$ cat src/rtl/divctl_pkg.sv
package divctl_pkg;
  localparam int MOD_W = 8;
  localparam int CNT_W = 7;

  typedef enum logic [1:0] {
    SEG_LONG  = 2'd0,
    SEG_SHORT = 2'd1,
    SEG_VAR   = 2'd2
  } segKind_t;

  // strobe bundle from control to segment datapath
  typedef struct packed {
    logic             restart;
    logic [CNT_W-1:0] len;
  } segCmd_t;
endpackage

$ cat src/rtl/divctl_seg.sv
module divctl_seg
  import divctl_pkg::*;
#(
  parameter int RESET_LEN = 80,
  parameter int LOAD_LEAD = 8,
  parameter int SLOW_DIV  = 8,
  parameter int MIN_LEN   = 16,
  parameter int MAX_LEN   = 80
) (
  input  logic    clk,
  input  logic    rstN,
  input  segCmd_t cmd,
  output logic    segLast,
  output logic    leadPt,
  output logic    pastLead,
  output logic    slowClk
);
  localparam int SLOW_BIT = $clog2(SLOW_DIV) - 1;

  logic [CNT_W-1:0] segCnt;
  logic [CNT_W-1:0] segLen;
  logic [CNT_W-1:0] leadPos;

  always_ff @(posedge clk) begin
    if (!rstN) begin
      segCnt <= '0;
      segLen <= CNT_W'(RESET_LEN);
    end else if (cmd.restart) begin
      segCnt <= '0;
      segLen <= cmd.len;
    end else begin
      segCnt <= segCnt + 1'b1;
    end
  end

  always_comb begin
    leadPos  = segLen - CNT_W'(LOAD_LEAD);
    segLast  = (segCnt == segLen - 1'b1);
    leadPt   = (segCnt == leadPos);
    pastLead = (segCnt > leadPos);
    slowClk  = segCnt[SLOW_BIT];
  end

  // every loaded segment length fits the counter range
  p_len_fits_r3: assert property (@(posedge clk) disable iff (!rstN)
    cmd.restart |=> (segLen >= CNT_W'(MIN_LEN)) && (segLen <= CNT_W'(MAX_LEN)));

  // the count never runs past the segment end
  p_cnt_in_seg_r2: assert property (@(posedge clk) disable iff (!rstN)
    segCnt < segLen);
endmodule

$ cat src/rtl/divctl_loader.sv
module divctl_loader
  import divctl_pkg::*;
#(
  parameter int MOD_MIN   = 96,
  parameter int MOD_MAX   = 159,
  parameter int HI_MIN    = 134,
  parameter int RESET_MOD = 120
) (
  input  logic             clk,
  input  logic             rstN,
  input  logic [MOD_W-1:0] modIn,
  input  logic             modLoad,
  input  logic             commitPt,
  input  logic             intervalEnd,
  input  logic             lateWin,
  input  logic             modeHi,
  output logic [MOD_W-1:0] actMod,
  output logic [MOD_W-1:0] nextMod,
  output logic             lateFlag
);
  logic [MOD_W-1:0] clampVal;
  logic [MOD_W-1:0] pendVal;
  logic             pendValid;
  logic [MOD_W-1:0] effVal;
  logic             effValid;
  logic             effHi;
  logic             classMatch;

  always_comb begin
    if (modIn < MOD_W'(MOD_MIN))       clampVal = MOD_W'(MOD_MIN);
    else if (modIn > MOD_W'(MOD_MAX))  clampVal = MOD_W'(MOD_MAX);
    else                               clampVal = modIn;
    effValid   = modLoad | pendValid;
    effVal     = modLoad ? clampVal : pendVal;
    effHi      = (effVal >= MOD_W'(HI_MIN));
    classMatch = (effHi == modeHi);
    nextMod    = effValid ? effVal : actMod;
  end

  always_ff @(posedge clk) begin
    if (!rstN) begin
      actMod    <= MOD_W'(RESET_MOD);
      pendVal   <= MOD_W'(RESET_MOD);
      pendValid <= 1'b0;
      lateFlag  <= 1'b0;
    end else begin
      if (modLoad) begin
        pendValid <= 1'b1;
        pendVal   <= clampVal;
      end
      if (commitPt && effValid && classMatch) begin
        actMod    <= effVal;
        pendValid <= 1'b0;
      end
      if (intervalEnd && effValid) begin
        actMod    <= effVal;
        pendValid <= 1'b0;
      end
      if ((modLoad && lateWin) || (commitPt && effValid && !classMatch))
        lateFlag <= 1'b1;
    end
  end

  // the modulus in force always stays within the legal range
  p_act_range_r8: assert property (@(posedge clk) disable iff (!rstN)
    (actMod >= MOD_W'(MOD_MIN)) && (actMod <= MOD_W'(MOD_MAX)));

  // inside an interval the modulus never changes range class
  p_class_hold_r7: assert property (@(posedge clk) disable iff (!rstN)
    !intervalEnd |=> ((actMod >= MOD_W'(HI_MIN)) == ($past(actMod) >= MOD_W'(HI_MIN))));

  // the late flag is sticky
  p_late_sticky_r6: assert property (@(posedge clk) disable iff (!rstN)
    lateFlag |=> lateFlag);
endmodule

$ cat src/rtl/divctl_ctrl.sv
module divctl_ctrl
  import divctl_pkg::*;
#(
  parameter int HI_MIN     = 134,
  parameter int LONG_SEG   = 80,
  parameter int SHORT_SEG  = 32,
  parameter int SHORT_REPS = 3,
  parameter bit RESET_HI   = 1'b0
) (
  input  logic             clk,
  input  logic             rstN,
  input  logic             segLast,
  input  logic             leadPt,
  input  logic             pastLead,
  input  logic [MOD_W-1:0] actMod,
  input  logic [MOD_W-1:0] nextMod,
  output segCmd_t          cmd,
  output logic             commitPt,
  output logic             lateWin,
  output logic             intervalEnd,
  output logic             modeHi
);
  localparam int REP_W   = (SHORT_REPS > 1) ? $clog2(SHORT_REPS) : 1;
  localparam int FIX_HI  = SHORT_SEG * SHORT_REPS;

  segKind_t         kind, kindNext;
  logic [REP_W-1:0] rep, repNext;
  logic             modeHiNext;
  logic             lastFixed;
  logic             nextHi;
  logic [CNT_W-1:0] lenNext;

  always_comb begin
    lastFixed   = (kind == SEG_LONG) ||
                  ((kind == SEG_SHORT) && (rep == REP_W'(SHORT_REPS - 1)));
    commitPt    = lastFixed && leadPt;
    lateWin     = (kind == SEG_VAR) || (lastFixed && pastLead);
    intervalEnd = (kind == SEG_VAR) && segLast;
    nextHi      = (nextMod >= MOD_W'(HI_MIN));

    kindNext   = kind;
    repNext    = rep;
    modeHiNext = modeHi;
    lenNext    = CNT_W'(LONG_SEG);
    case (kind)
      SEG_LONG: begin
        kindNext = SEG_VAR;
        lenNext  = CNT_W'(actMod) - CNT_W'(LONG_SEG);
      end
      SEG_SHORT: begin
        if (rep == REP_W'(SHORT_REPS - 1)) begin
          kindNext = SEG_VAR;
          lenNext  = CNT_W'(actMod) - CNT_W'(FIX_HI);
        end else begin
          repNext = rep + 1'b1;
          lenNext = CNT_W'(SHORT_SEG);
        end
      end
      SEG_VAR: begin
        modeHiNext = nextHi;
        repNext    = '0;
        kindNext   = nextHi ? SEG_SHORT : SEG_LONG;
        lenNext    = nextHi ? CNT_W'(SHORT_SEG) : CNT_W'(LONG_SEG);
      end
      default: begin
        kindNext = SEG_LONG;
        repNext  = '0;
      end
    endcase

    cmd.restart = segLast;
    cmd.len     = lenNext;
  end

  always_ff @(posedge clk) begin
    if (!rstN) begin
      kind   <= RESET_HI ? SEG_SHORT : SEG_LONG;
      rep    <= '0;
      modeHi <= RESET_HI;
    end else if (segLast) begin
      kind   <= kindNext;
      rep    <= repNext;
      modeHi <= modeHiNext;
    end
  end

  // the interval pulse lasts a single cycle
  p_div_single_r2: assert property (@(posedge clk) disable iff (!rstN)
    intervalEnd |=> !intervalEnd);

  // the short pattern only runs in the high range class
  p_short_hi_r4: assert property (@(posedge clk) disable iff (!rstN)
    (kind == SEG_SHORT) |-> modeHi);

  // commit point never overlaps the late window
  p_commit_window_r5: assert property (@(posedge clk) disable iff (!rstN)
    commitPt |-> !lateWin);
endmodule

$ cat src/rtl/twophase_divctl.sv
module twophase_divctl
  import divctl_pkg::*;
#(
  parameter int MOD_MIN    = 96,
  parameter int MOD_MAX    = 159,
  parameter int HI_MIN     = 134,
  parameter int LONG_SEG   = 80,
  parameter int SHORT_SEG  = 32,
  parameter int SHORT_REPS = 3,
  parameter int LOAD_LEAD  = 8,
  parameter int SLOW_DIV   = 8,
  parameter int RESET_MOD  = 120
) (
  input  logic       clk,
  input  logic       rstN,
  input  logic [7:0] modIn,
  input  logic       modLoad,
  output logic       divOut,
  output logic       slowClk,
  output logic       lateFlag
);
  localparam bit RESET_HI  = (RESET_MOD >= HI_MIN);
  localparam int RESET_LEN = RESET_HI ? SHORT_SEG : LONG_SEG;
  localparam int MIN_LEN   = MOD_MIN - LONG_SEG;
  localparam int MAX_LEN   = LONG_SEG;

  segCmd_t          cmd;
  logic             segLast, leadPt, pastLead;
  logic             commitPt, lateWin, intervalEnd, modeHi;
  logic [MOD_W-1:0] actMod, nextMod;

  divctl_seg #(
    .RESET_LEN(RESET_LEN), .LOAD_LEAD(LOAD_LEAD), .SLOW_DIV(SLOW_DIV),
    .MIN_LEN(MIN_LEN), .MAX_LEN(MAX_LEN)
  ) u_seg (
    .clk(clk), .rstN(rstN), .cmd(cmd), .segLast(segLast),
    .leadPt(leadPt), .pastLead(pastLead), .slowClk(slowClk)
  );

  divctl_ctrl #(
    .HI_MIN(HI_MIN), .LONG_SEG(LONG_SEG), .SHORT_SEG(SHORT_SEG),
    .SHORT_REPS(SHORT_REPS), .RESET_HI(RESET_HI)
  ) u_ctrl (
    .clk(clk), .rstN(rstN), .segLast(segLast), .leadPt(leadPt),
    .pastLead(pastLead), .actMod(actMod), .nextMod(nextMod), .cmd(cmd),
    .commitPt(commitPt), .lateWin(lateWin), .intervalEnd(intervalEnd),
    .modeHi(modeHi)
  );

  divctl_loader #(
    .MOD_MIN(MOD_MIN), .MOD_MAX(MOD_MAX), .HI_MIN(HI_MIN), .RESET_MOD(RESET_MOD)
  ) u_loader (
    .clk(clk), .rstN(rstN), .modIn(modIn), .modLoad(modLoad),
    .commitPt(commitPt), .intervalEnd(intervalEnd), .lateWin(lateWin),
    .modeHi(modeHi), .actMod(actMod), .nextMod(nextMod), .lateFlag(lateFlag)
  );

  assign divOut = intervalEnd;
endmodule

$ cat config.mk
export PLATFORM = sky130hd
export DESIGN_NAME = twophase_divctl
export DESIGN_NICKNAME = d
export VERILOG_FILES = /design/src/rtl/divctl_pkg.sv /design/src/rtl/divctl_seg.sv /design/src/rtl/divctl_loader.sv /design/src/rtl/divctl_ctrl.sv /design/src/rtl/twophase_divctl.sv
export SDC_FILE = /design/constraint.sdc
export NUM_CORES = 1
export LEC_CHECK = 0
export BUFFER_PORTS_ARGS = -buffer_cell sky130_fd_sc_hd__buf_4
export CORE_ASPECT_RATIO = 1.5
export CORE_MARGIN = 2
export CORE_UTILIZATION = 54
export CTS_CLUSTER_SIZE = 24
export DETAILED_ROUTE_END_ITERATION = 7
export GPL_ROUTABILITY_DRIVEN = 1
export GPL_TIMING_DRIVEN = 0
export PLACE_DENSITY = 0.75
export SLEW_MARGIN = 10
export SYNTH_ARGS = -nofsm -noshare
export SYNTH_HDL_FRONTEND = slang
export SYNTH_SLANG_ARGS = --single-unit
$ cat constraint.sdc
create_clock -name clk -period 2.1 [get_ports clk]
set_clock_uncertainty 0.05 [all_clocks]
set_input_delay 0.105 -clock clk [delete_from_list [all_inputs] [get_ports clk]]
set_output_delay 0.105 -clock clk [all_outputs]
set_load 0.03 [all_outputs]
Yosys cells after proc, flatten, opt, wreduce, memory -nomap -nowiden
Cells that the tools add are included.
- eq/ne operators: 8
- order comparisons: 5
- add/sub/neg operators: 6
- shifts and indexed selects: 0
- bitwise gates (word level): 3
- reductions and logical operators: 20
- muxes and demuxes: 14
- multipliers: 0
- div/mod/pow operators: 0
- operators with widths (cell ; count):
    two-way mux 8 bit ; 6
    one-hot mux 7 bit (3 select lines) ; 1
    greater-or-equal comparator 8 bit, second input constant ; 2
    equality test 7 bit ; 2
    two-way mux 7 bit ; 2
    subtractor 7 bit, second input constant ; 2
    logical AND 1 bit ; 9
    greater-than comparator 8 bit, second input constant ; 1
    < comparator 8 x 7 -> 1 bit, second input constant ; 1
    adder 7 x 1 -> 7 bit, second input constant ; 1
    greater-than comparator 7 bit ; 1
    subtractor 7 x 1 -> 7 bit, second input constant ; 1
    subtractor 7 x 4 -> 7 bit, second input constant ; 1
    one-hot mux 2 bit (3 select lines) ; 1
    equality test 2 bit, second input constant ; 2
    two-way mux 2 bit ; 2
    inequality test 2 bit, second input constant ; 2
    one-hot mux 2 bit (2 select lines) ; 1
    AND reduction 2 bit ; 2
    logical OR 1 bit ; 3
    AND reduction 3 bit ; 1
    OR reduction 3 bit ; 1
    adder 2 x 1 -> 2 bit, second input constant ; 1
    equality test 2 x 1 -> 1 bit, second input constant ; 1
    8 further kinds ; 9
- register bits after elaboration: 37
- memories kept: 0
- memory bits (writable): 0
- latch bits: 0
- output and inout bits: 3
- word-level logic and storage cells: 65
- memory bits (read-only): 0

Depth between registers and ports, before layout
Gate-level depths: netlist (run 1).
- depth after elaboration: 9
- mapped depth: 11
- gate-level depth less buffers: 11

Hierarchy
Synthesis (run 1) repeated with hierarchy kept, for this count alone.
- cells, all modules: 265
- area total of the unflattened synthesis: 2307.2 µm²
- by module, submodules not included (module ; cells an instance ; times used ; area each (µm²)):
    divctl_loader ; 109 ; 1 ; 996.0
    divctl_seg ; 98 ; 1 ; 884.6
    divctl_ctrl ; 58 ; 1 ; 426.7

Worst setup path after synthesis (run 1)
No wires, ideal clock.
- kind: register to register
- from: reg u_seg.segLen[3]
- to: reg u_loader.actMod[0]
- clock period less this slack: 2.329 ns
- data arrival time: 2.149 ns
- slack: -0.229 ns
- data required time: 1.921 ns
- buffers on the path: 0
- cell stages (with the launch flop): 12
- cells stage by stage: dfxtp_1 > inv_1 > ha_1 > xnor2_1 > ha_1 > nand4_1 > nor2_1 > and3_1 > nand3_1 > o31ai_1 > a2111oi_2 > mux2i_1
- longest elaborated chain between the ends: 6
- elaborated cells on any way between the ends: 11
- RTL lines (element ; line ; text):
    start: declaration ; divctl_seg.sv:21 ; logic [CNT_W-1:0] segLen;
    start signal: assignment ; divctl_seg.sv:27 ; segLen <= CNT_W'(RESET_LEN);
    start signal: assignment ; divctl_seg.sv:30 ; segLen <= cmd.len;
    subtractor 7 x 4 -> 7 bit ; divctl_seg.sv:37 ; leadPos = segLen - CNT_W'(LOAD_LEAD);
    equality test 7 bit ; divctl_seg.sv:39 ; leadPt = (segCnt == leadPos);
    logical AND 1 bit ; divctl_ctrl.sv:36 ; commitPt = lastFixed && leadPt;
    logical AND 1 bit (2 in a row) ; divctl_loader.sv:51 ; if (commitPt && effValid && classMatch) begin
    nonzero test 2 bit (no line) ; - ;
    end signal: assignment ; divctl_loader.sv:42 ; actMod <= MOD_W'(RESET_MOD);
    end signal: assignment ; divctl_loader.sv:52 ; actMod <= effVal;
    end signal: assignment ; divctl_loader.sv:56 ; actMod <= effVal;
    end: declaration ; divctl_loader.sv:17 ; output logic [MOD_W-1:0] actMod,
Several ways; a longest one is shown, not always the timed one.
A chain may end at the register's enable or synchronous reset.

Worst setup path in the final report (run 1)
Ends and elaborated chain as after synthesis.

==> results of run 1 <==
## per-layer routing
metal / track usage / vias up
li1: - / 906
met1: 0.247 / 848
met2: 0.439 / 21
met3: 0.0520 / 11
met4: 0.103 / 0
met5: 0 / -
## cells in the final DEF (no fill, tap or decap), types with 3 or more instances in the layout
cell and instances:
and2_1 3, mux2_4 6, xnor2_1 11, nand3_1 9, dfxtp_4 3, buf_4 24
ha_4 3, nor3_2 3, nor2b_1 3, a22o_1 4, nor2_1 20, xor2_1 6
mux2i_1 4, and3_4 4, clkbuf_1 3, clkbuf_8 5, o211a_1 3, inv_1 17
nand2b_1 4, nand2_1 18, a21oi_1 11, nor2_2 3, dfxtp_1 32, o21ai_0 10
ha_1 10, inv_2 3
## repair_timing
item	CTS	global route
buffers inserted	8	5
endpoints found under the setup margin	12	22
gates resized for setup	15	12
endpoints found under the hold margin	0	0
pin swaps	4	8
## power groups by stage
stage               Clock (mW)  Sequential, mW  Combinational (mW)
floorplan                    0           0.742              0.0778
global placement             0           0.742               0.119
detailed placement           0           0.742               0.121
CTS                      0.481           0.723               0.126
global route             0.506           0.725               0.141
finish                   0.478           0.723               0.129
## registers in the layout, summed over array words and instances (netlist names)
register            count
u_ctrl.modeHi           1
u_loader.pendVal        8
u_loader.pendValid      1
u_ctrl.kind             2
u_ctrl.rep              2
u_seg.segLen            7
u_seg.segCnt            7
u_loader.lateFlag       1
u_loader.actMod         8
## cell usage after synthesis (4+ instances only)
cell      number  area, um2
mux2_2         6       67.6
nor2_1        24       90.1
a22o_1         4       35.0
o21ai_0       10       50.1
nand2b_1       5       31.3
nor3_1         4       20.0
xor2_1         6       52.6
mux2i_1        4       40.0
and3_1         4       25.0
and2_1         5       31.3
xnor2_1       12        105
dfxtp_1       37        741
ha_1          13        163
nand3_1       11       55.1
nand2_1       18       67.6
a21oi_1       12       60.1
inv_1         21       78.8
## worst max path at each step
stage,slack (ns),endpoint,cells past startpoint,start
detailed placement,-0.25,u_loader.actMod[1],10,u_seg.segLen[1]
CTS,-0.13,u_loader.actMod[0],9,u_seg.segLen[0]
global route,-0.30,u_loader.actMod[0],11,u_seg.segLen[3]
finish,-0.21,u_loader.actMod[0],10,u_seg.segLen[3]
floorplan,-0.04,u_loader.actMod[0],11,u_seg.segLen[3]
global placement,-0.22,u_loader.actMod[6],10,u_seg.segLen[1]
## kinds of logic after synthesis
family | count (synthesis)
adders and majority gates | 13
xor gates and xnor gates | 18
AOI/OAI and AO/OA | 52
buffers and inverters | 28
muxes | 10
DFF | 37
and+or+nand+nor | 85
## worst max-delay path, stage by stage (launching register included)
cell and delay, ns:
dfxtp_4 0.39, inv_4 0.05, ha_4 0.16, xnor2_2 0.13
ha_1 0.33, nand4_1 0.12, nor2_2 0.18, nand3_1 0.16
nor4_2 0.39, a2111oi_4 0.10, mux2i_1 0.13
## cell type report
class	count	area (um2)
buffer	5	25.0
clock buffer	6	72.6
clock inverter	1	5.00
fill	283	1030
inverter	22	85.1
multi-input combinational	178	1440
sequential	37	754
tap	43	53.8
timing repair buffer	26	215
==> results_dict.tcl, run 1 <==
set metrics [dict create \
    outcome "finished with violations" \
    violations "setup timing" \
    final_hold_viol_count 0 \
    hold_start "modIn[0]" \
    final_cells 318 \
    rsz0062_at_grt "yes" \
    dieHeight_um 80.3 \
    antenna_found_initial 0 \
    viasPerCell 5.62 \
    whs_endpoint "u_loader.pendVal[0]" \
    hold_slack_ns 0.123 \
    place_ws_ns -0.253 \
    synth_async_sr_flop_share 0 \
    grt_usage 0.240 \
    rows 27 \
    synth.mux.area_fraction 0.0514 \
    synth_top_family_by_area "simple AND/OR/NAND/NOR gates" \
    nNetsFinal 299 \
    wl_met2_um 2670 \
    met3_length_um 102 \
    pwr-share-clk 0.359 \
    avgSynthCellArea_um2 8.62 \
    cts-hold-fix-buffers 0 \
    path_clk_slew_ns 0.08 \
    maxSlewHeadroom 0.618 \
    whs_path_depth 5 \
    crit_required_ns 2.23 \
    timing.rr.end "u_loader.actMod[0]" \
    path_max_fanout 4 \
    setup_ws_ns -0.213 \
    vias 1786 \
    synth_xor_area_frac 0.0753 \
    grt_max_degree 12 \
    cts_tree "built" \
    dr.pass1.iters 4 \
    finalWirelength_um 4840 \
    max_freq_ghz 0.432 \
    clk_latency_ns 0.30 \
    yosysWarnings 0 \
    min_path_type "primary input to flop" \
    htree_levels 2 \
    worst_pin_slew_ns 0.573 \
    final_max_slew_viol_count 0 \
    die_w_um 54.9 \
    placed_cells 299 \
    p_sw_frac 0.253 \
    synthCells 243 \
    dp_hpwl_um 3340 \
    r2r-start "u_seg.segLen[3]" \
    synthSimpleGateAreaFrac 0.203 \
    finalPower_mw 1.33 \
    wl_per_cell_um 15.2 \
    ys_seq_area_frac 0.354 \
    ant_nets 0 \
    tns_ns -1.91 \
    yosysUniqueCellTypes 49 \
    drt_iter0_drc 24 \
    ff2ff_path_depth 10 \
    min_period_ns 2.31 \
    period_share 1.10 \
    antenna_cells 0 \
    io_buffers 13 \
    io_pins 14 \
    clock-root-buffer "clkbuf_8" \
    synth_adder_area_share 0.0777 \
    critPathLaunchType "flop" \
    drc 0 \
    end_kind "flop" \
    ys_ff_latch 37 \
    fin_util 0.720 \
    drive_above_1_share 0.313 \
    setup-violations-final 14 \
    placed_area_um2 2350 \
    synth_compound_area_frac 0.184 \
    p_seq_frac 0.544 \
    synth_edf_count 0 \
    p_per_area_nw_per_um2 502 \
    core_area_um2 3680 \
    syn_area_um2 2090 \
    grt_overflow_total 0 \
    switching_power_mw 0.337 \
    final_area_um2 2650 \
    place_congestion 0.806 \
    drv_cap 0 \
    start_util 0.569 \
    ir_worst_vdd_v 0.000449 \
    combinationalPowerShare 0.097 \
    clock_path_buffers 2 \
    drt-met1-wl_um 1930 \
    ys_dominant_reg_cell "dfxtp_1" \
    fp.dieArea_um2 4400 \
    internal_power_mw 0.993 \
    critPathKind "flop to flop" \
    grt_pass1_wl_um 7530 \
    routed.top_layer "met4" \
    power_leakage_nw 1.10 \
    clock_sinks 37 \
    synth_fp_nets 267 \
    area_growth_pct 26.5 \
    r2r_slack_ns -0.21 \
    worstPathArrival_ns 2.44 \
    numCtsBuffers 5 \
    grt_pass1_vias 1712 \
]
Note: power is estimated with default switching activity, not from simulation.
==> run 2, diff against run 1 <==
Settings changed: CORE_MARGIN 2 to 10, SKIP_CTS_REPAIR_TIMING set to 1.
==> results_dict.tcl, run 2 (synthesized netlist as in run 1, its figures left out) <==
set metrics [dict create \
    htree_levels 2 \
    timing.rr.end "u_loader.actMod[2]" \
    setup_ws_ns -0.227 \
    place_ws_ns -0.226 \
    vias 1782 \
    rows 27 \
    wl_per_cell_um 15.3 \
    grt_pass1_vias 1746 \
    place_congestion 0.806 \
    core_area_um2 3720 \
    dieHeight_um 96.3 \
    drc 0 \
    path_max_fanout 8 \
    io_buffers 13 \
    min_period_ns 2.33 \
    numCtsBuffers 5 \
    critPathKind "flop to flop" \
    final_hold_viol_count 0 \
    rsz0062_at_grt "yes" \
    mostFrequentLayoutCells "32 x dfxtp_1, 22 x buf_4, 22 x nor2_1" \
    ir_worst_vdd_v 0.000571 \
    clock_sinks 37 \
    reg_top3 "u_loader.actMod x8, u_loader.pendVal x8" \
    dp_hpwl_um 3510 \
    io_pins 14 \
    grt_usage 0.137 \
    layout_commonest_cell "dfxtp_1" \
    maxSlewHeadroom 0.654 \
    fp.dieArea_um2 6820 \
    hold_slack_ns 0.132 \
    crit_required_ns 2.23 \
    antenna_found_initial 0 \
    cp_slowest_cell "dfxtp_4" \
    path_clk_slew_ns 0.08 \
    placed_cells 299 \
    antenna_cells 0 \
    clock_path_buffers 2 \
    r2r-start "u_seg.segLen[3]" \
    worst_pin_slew_ns 0.517 \
    fin_util 0.709 \
    final_max_slew_viol_count 0 \
    finalWirelength_um 4850 \
    p_per_area_nw_per_um2 567 \
    critPathLaunchType "flop" \
    worstPathArrival_ns 2.46 \
    whs_endpoint "u_loader.pendVal[0]" \
    grt_max_degree 12 \
    period_share 1.11 \
    cp_slowest_stage_delay_ns 0.40 \
    drt_iter0_drc 74 \
    min_path_type "primary input to flop" \
    violations "setup timing" \
    dr.pass1.iters 4 \
    critical_path.cell_chain "inv_4, ha_4, xnor2_1, ha_1, nand4_1, nor2_2, and3_4, a31oi_4, buf_12, mux2_4" \
    power_leakage_nw 1.11 \
    die_w_um 70.9 \
    setup-violations-final 11 \
    cts_tree "built" \
    grt_overflow_total 0 \
    start_util 0.564 \
    nNetsFinal 297 \
    outcome "finished with violations" \
    clk_latency_ns 0.30 \
    hold_start "modIn[0]" \
    ff2ff_path_depth 10 \
    viasPerCell 5.62 \
    end_kind "flop" \
    whs_path_depth 5 \
    clock-root-buffer "clkbuf_8" \
    drive_above_1_share 0.274 \
    final_cells 317 \
    drv_cap 0 \
    max_freq_ghz 0.430 \
    ant_nets 0 \
    r2r_slack_ns -0.23 \
    grt_pass1_wl_um 7600 \
    area_growth_pct 25.7 \
]
run 2: cell type report:
class / instances / area [um2]
multi-input cells: 178 / 1400
fillers: 292 / 1080
flip-flops and latches: 37 / 754
repair buffers: 23 / 189
inverters: 22 / 87.6
clock buffers: 7 / 86.3
well taps: 43 / 53.8
plain buffers: 6 / 36.3
clock inverters: 1 / 30.0
run 2: layer usage:
layer  GRT usage  vias to the layer above  routed length (um)
met4      0.0615                        0                 207
met2       0.259                       33                2580
met3      0.0350                       19                 161
met1       0.137                      829                1900
met5           0                        -                   0
li1            -                      901                   -
run 2: worst max-delay path, delay by kind of cell, from the launching register on:
kind            cells  cell delay, ns
simple gates        3            0.55
fa+ha+maj           2            0.47
flops               1            0.40
mux                 1            0.29
buf+inv             2            0.21
xor+xnor            1            0.13
compound gates      1            0.09
run 2: worst max-delay path by stage:
stage                          startpoint  slack [ns]                  to
after floorplan           u_seg.segLen[3]       -0.04  u_loader.actMod[0]
after global placement    u_seg.segLen[1]       -0.22  u_loader.actMod[6]
after detailed placement  u_seg.segLen[1]       -0.23  u_loader.actMod[4]
after CTS                 u_seg.segLen[1]       -0.25  u_loader.actMod[4]
after global routing      u_seg.segLen[3]       -0.30  u_loader.actMod[3]
final                     u_seg.segLen[3]       -0.23  u_loader.actMod[2]
run 2: through the flow:
stage | cell area [um2] | setup TNS, ns | power, mW
floorplan | 2200 | -0.203 | 0.820
global placement | 2350 | -1.58 | 0.861
detailed placement | 2350 | -1.68 | 0.864
CTS | 2460 | -2.00 | 1.49
global route | 2630 | -3.28 | 1.54
finish | 2630 | -1.96 | 1.49
run 2: report_power, final:
| group | switching [mW] | internal (mW) | total (mW) | leakage (nW) |
|---|---|---|---|---|
| registers | 0.00857 | 0.714 | 0.723 | 0.304 |
| logic | 0.0764 | 0.0523 | 0.129 | 0.750 |
| clock network | 0.255 | 0.387 | 0.642 | 0.0585 |
| total | 0.340 | 1.15 | 1.49 | 1.11 |
